===== src/rtl/clkdiv_pkg.sv =====
package clkdiv_pkg;
  localparam int TAP_COUNT = 4;

  typedef struct packed {
    logic                 passMode;
    logic                 outEnable;
    logic [TAP_COUNT-1:0] tapHot;
  } divStrobe_t;
endpackage


===== src/rtl/clkdiv_ctrl.sv =====
module clkdiv_ctrl
  import clkdiv_pkg::*;
#(
  parameter int SEL_W = 3
) (
  input  logic             clkIn,
  input  logic             rstN,
  input  logic [SEL_W-1:0] modeSel,
  output divStrobe_t       strb
);
  logic enableFf;

  // enable flop: sampled while the input clock is low-going
  always_ff @(negedge clkIn) begin
    enableFf <= rstN;
  end

  genvar t;
  generate
    for (t = 0; t < TAP_COUNT; t++) begin : gTapDecode
      assign strb.tapHot[t] = modeSel[SEL_W-1] &&
                              (modeSel[SEL_W-2:0] == (SEL_W-1)'(t));
    end
  endgenerate

  assign strb.passMode  = ~modeSel[SEL_W-1];
  assign strb.outEnable = enableFf;

  assert_tap_onehot_R2: assert property (@(posedge clkIn) disable iff (!rstN)
    $onehot0(strb.tapHot) && (strb.passMode == (strb.tapHot == '0)))
    else $error("tap decode not one-hot in divide mode");
endmodule


===== src/rtl/clkdiv_dp.sv =====
module clkdiv_dp
  import clkdiv_pkg::*;
#(
  parameter int COPIES = 2
) (
  input  logic              clkIn,
  input  logic              rstN,
  input  divStrobe_t        strb,
  output logic [COPIES-1:0] clkOut,
  output logic [COPIES-1:0] clkOutN
);
  logic [TAP_COUNT-1:0] divCount;
  logic                 divOut;
  logic                 passOut;
  logic                 selOut;

  always_ff @(posedge clkIn or negedge rstN) begin
    if (!rstN) divCount <= '0;
    else       divCount <= divCount + 1'b1;
  end

  assign divOut  = |(divCount & strb.tapHot);
  assign passOut = clkIn & strb.outEnable;
  assign selOut  = strb.passMode ? passOut : divOut;

  genvar c;
  generate
    for (c = 0; c < COPIES; c++) begin : gFanout
      assign clkOut[c]  = selOut;
      assign clkOutN[c] = ~selOut;
    end
  endgenerate

  assert_div2_toggle_R2: assert property (@(posedge clkIn) disable iff (!rstN)
    (!strb.passMode && strb.tapHot == 4'b0001) |=>
      (!$stable(strb) || divOut != $past(divOut)))
    else $error("divide-by-2 output failed to toggle");

  assert_pass_gate_R6: assert property (@(negedge clkIn)
    strb.passMode |-> (clkOut == {COPIES{strb.outEnable}}))
    else $error("pass-through high phase altered before falling edge");
endmodule


===== src/rtl/pow2_clk_divider.sv =====
module pow2_clk_divider
  import clkdiv_pkg::*;
#(
  parameter int COPIES = 2,
  parameter int SEL_W  = 3
) (
  input  logic              clkIn,
  input  logic              rstN,
  input  logic [SEL_W-1:0]  modeSel,
  output logic [COPIES-1:0] clkOut,
  output logic [COPIES-1:0] clkOutN
);
  divStrobe_t strb;

  clkdiv_ctrl #(.SEL_W(SEL_W)) u_ctrl (
    .clkIn   (clkIn),
    .rstN    (rstN),
    .modeSel (modeSel),
    .strb    (strb)
  );

  clkdiv_dp #(.COPIES(COPIES)) u_dp (
    .clkIn   (clkIn),
    .rstN    (rstN),
    .strb    (strb),
    .clkOut  (clkOut),
    .clkOutN (clkOutN)
  );

  assert_reset_low_R3: assert property (@(posedge clkIn)
    (!rstN && modeSel[SEL_W-1]) |-> (clkOut == '0 && clkOutN == '1))
    else $error("outputs not idle while divider cleared");
endmodule


===== config.mk =====
export PLATFORM = sky130hd
export DESIGN_NAME = pow2_clk_divider
export DESIGN_NICKNAME = d
export VERILOG_FILES = /design/src/rtl/clkdiv_pkg.sv /design/src/rtl/clkdiv_ctrl.sv /design/src/rtl/clkdiv_dp.sv /design/src/rtl/pow2_clk_divider.sv
export SDC_FILE = /design/constraint.sdc
export NUM_CORES = 1
export LEC_CHECK = 0
export BUFFER_PORTS_ARGS = -buffer_cell sky130_fd_sc_hd__buf_4
export CAP_MARGIN = 40
export CORE_AREA = 2 2 39 41
export DETAILED_ROUTE_END_ITERATION = 12
export DIE_AREA = 0 0 41 43
export PLACE_DENSITY = 0.49
export RECOVER_POWER = 100
export SLEW_MARGIN = 25
export SYNTH_ARGS = -nofsm -noshare
export SYNTH_HDL_FRONTEND = slang
export SYNTH_HIERARCHICAL = 1
export SYNTH_SLANG_ARGS = --single-unit

===== constraint.sdc =====
create_clock -name clkIn -period 1.41 [get_ports clkIn]
set_input_delay 0.282 -clock clkIn [delete_from_list [all_inputs] [get_ports clkIn]]
set_output_delay 0.282 -clock clkIn [all_outputs]
set_load 0.01 [all_outputs]

# Word-level counts from Yosys, hierarchy flattened
# Index checks and enable logic that the tools add are counted.
[totals] register_bits=5 latch_bits=0 mem_bits_rw=0 romBits=0 input_bits=5 output_inout_bits=4 word_cells=16 n_memories=0
[op_classes] n_addsub=1 mul=0 div=0 order_cmp=0 n_eq_ne=3 n_shift=0 mux=1 n_bitwise=3 n_reduce_logical=6
[op_table] operator="$add 4x1->4 const B" n=1
[op_table] operator="$and 4x4->4" n=1
[op_table] operator="$eq 2x2->1 const B" n=2
[op_table] operator="$logic_and 1x1->1" n=4
[op_table] operator="$reduce_or 4->1" n=1
[op_table] operator="$eq 2x1->1 const B" n=1
[op_table] operator="$logic_not 2->1" n=1
[op_table] operator="$and 1x1->1" n=1
[op_table] operator="$mux 1" n=1
[op_table] operator="$not 1->1" n=1

# Longest topological paths before layout
[logic_depth] ltp_word=6 mapped_depth=4 mapped_depth_nobuf=3

# Hierarchy
# The synthesis kept the hierarchy.
[by_module_without_submodules] module="clkdiv_dp" instances=1 cells_per_inst=17 area_per_inst_um2=205.2
[by_module_without_submodules] module="clkdiv_ctrl" instances=1 cells_per_inst=8 area_per_inst_um2=72.6

==> out/qor.txt <==
P_leak -> 0.286 nW
Relative slew margins -> 83.9%
Clock skew -> 0.00651 ns
DP HPWL -> 395 um
Post-synth top area cell -> dfrtp_1
Area of the multi-input gates -> 130 um2
Die footprint -> 1760 um2
Sequential Power Share -> 17.4%
# nets final -> 58
Post-synth EDFFs -> 0
RSZ-0062 raised after global routing -> yes
Pre-CTS setup slack -> -0.311 ns
Ant diodes -> 0
Initial antenna violation count -> 0
Worst Path Required -> 1.13 ns
Total Wirelength -> 793 um
Yosys reg bits -> 5
GRT Total Usage -> 13.7%
Drt wl/cell -> 11.7 um
Power Dens Cells -> 1560 nW/um2
Vias -> 282
Internal power -> 640 uW
Cells after synthesis -> 25
Maximum number of pins on one net before global-route repair -> 6
Die Span X -> 41 um
Synth-to-layout area growth -> 94.6%
Fill cells -> 142
Clock slew at reported path FFs -> 0.05 ns
Final ANT Viol Nets -> 0
Crit path max fanout -> 2
WL met2 -> 444 um
Reg2Reg Setup Slack -> 0.35 ns
Synth warnings -> 6
Vias per cell -> 4.15
Inst Count DP -> 46
Slew @ Worst Pin -> 0.242 ns
Crit path DAT -> 2.13 ns
Number of distinct library cells after synthesis -> 15
Top Ports -> 9
Status -> complete, but fails checks
Switching pwr -> 201 uW
Top sig layer -> met3
Mapped Nets -> 31
CTS tree -> yes
Seq/Total Area, Yosys -> 43.2%
Endpoints failing setup -> 7
Core area -> 1380 um2
Post-synth top area share -> 36.0%
Max-Cap Viols -> 0
Routed wl met3 -> 61 um
I/O Buffers -> 8
DRT Pass-1 Iters -> 4
Post-Syn Area -> 278 um2
Vias in the first global route -> 410
M1 WL -> 288 um
Detailed Route Iter0 Violations -> 1
Gpl congestion -> 0.702
Combinational share of power -> 2.8%
Final Max Tran Viols -> 0
Clk pwr share -> 79.9%
Vert. Die Dim -> 43 um
Share of cells above drive strength 1 -> 59.6%
Clock Latency Late Sink -> 0.36 ns
Violated checks -> setup timing
Register area -> 121 um2
Final hold violations -> 0
Largest cells by area after synthesis -> dfrtp_1 (36%), buf_4 (11%), dfxtp_1 (7.2%)
Post-synth top flop -> dfrtp_1
Row count -> 14
Critical path capture point type -> primary output
DRC Markers -> 0
Hold crit path type -> in2async
Overflow left after global routing -> 0
First-pass GRT wire length -> 1.29 mm
Synth top cells by count -> buf_4 (4), dfrtp_1 (4), inv_1 (3)
Startpoint Class -> register
Switching portion of total power -> 23.9%
VDD IR max -> 663 uV
CP Class -> reg2out
Fin worst setup slack -> -1.00 ns
Finished Layout Cells -> 68
Post-synth ARST share -> 80.0%
Mean area per synthesized cell -> 11.1 um2
Initial Utilization -> 20.1%
[power by group through the flow]
stage | combinational (mW) | sequential, mW | clock [mW]
2_1_floorplan | 0.0103 | 0.148 | 0.0840
3_3_place_gp | 0.0222 | 0.148 | 0.0925
3_5_place_dp | 0.0231 | 0.148 | 0.0925
4_1_cts | 0.0259 | 0.146 | 0.692
5_1_grt | 0.0261 | 0.146 | 0.725
6_report | 0.0232 | 0.146 | 0.672
[routing by layer]
| layer | vias to the layer above | GRT usage (%) |
|---|---|---|
| li1 | 137 | - |
| met1 | 130 | 9.54 |
| met2 | 15 | 12.8 |
| met3 | 0 | 9.42 |
| met4 | 0 | 31.3 |
| met5 | - | 0 |
[area by class of cell]
cell class              instances  share of cell area, %
clock buffers                  21                   31.3
multi-input cells              13                   24.1
flip-flops and latches          5                   22.5
repair buffers                  9                   10.9
clock inverters                 2                   6.25
well taps                      16                   3.70
inverters                       2                   1.39
[cell usage in the layout, fill, tap and decap left out, drive strengths merged, types with 2 or more instances in the layout]
cell | netlist | routed
dfrtp | 4 | 4
a22o | 2 | 2
clkbuf | 0 | 16
and3b | 2 | 2
inv | 3 | 3
buf | 4 | 13
[cells by family (layout without fill, tap and decap cells)]
| kind of cell | Yosys count | in the layout | share of synthesized area (%) |
|---|---|---|---|
| AOI/OAI and AO/OA | 5 | 5 | 15.8 |
| xor gates and xnor gates | 2 | 2 | 6.31 |
| adders and majority gates | 1 | 1 | 4.50 |
| buffers and inverters | 7 | 34 | 14.9 |
| DFF | 5 | 5 | 43.2 |
| and+or+nand+nor | 5 | 5 | 15.3 |
[metrics by stage]
step                      hold slack (ns)  total power, mW  util, %  cell area, um2  TNS, ns
final                               0.292            0.841     39.1             541    -3.93
after CTS                           0.247            0.863     39.7             549    -4.13
after floorplan                   -0.0136            0.242        -             292    -1.49
after global placement             0.0823            0.262     25.2             349    -1.14
after detailed placement           0.0833            0.263     25.2             349    -1.15
after global routing                0.307            0.898     39.1             541    -4.19
[flip-flops by register name, indices dropped and copies added, names as in the netlist]
name,flops
u_dp/divCount,4
u_ctrl/enableFf,1
[critical path: stages (launching register included)]
cell	delay, ns
dfxtp_2	0.30
a21bo_2	0.21
buf_8	0.12
o31a_1	0.11
clkbuf_4	0.14
buf_6	0.11
[final timing paths]
| path | start | end | cells past startpoint |
|---|---|---|---|
| min reg2reg | u_dp/divCount[3] | u_dp/divCount[3] | 1 |
| max reg2reg | u_dp/divCount[0] | u_dp/divCount[2] | 4 |
| min | rstN | u_dp/divCount[2] | 2 |
| min in group clkIn | u_dp/divCount[3] | u_dp/divCount[3] | 1 |
| max | u_ctrl/enableFf | clkOut[1] | 5 |
| max in group asynchronous | rstN | u_dp/divCount[1] | 2 |
[repair_timing]
item / CTS / global route
pin swaps: 3 / 2
endpoints found under the hold margin: 4 / 0
buffers inserted: 4 / 0
hold buffers: 1 / 0
endpoints found under the setup margin: 6 / 6
gates resized for setup: 3 / 5
(Power assumes the default switching activity.)
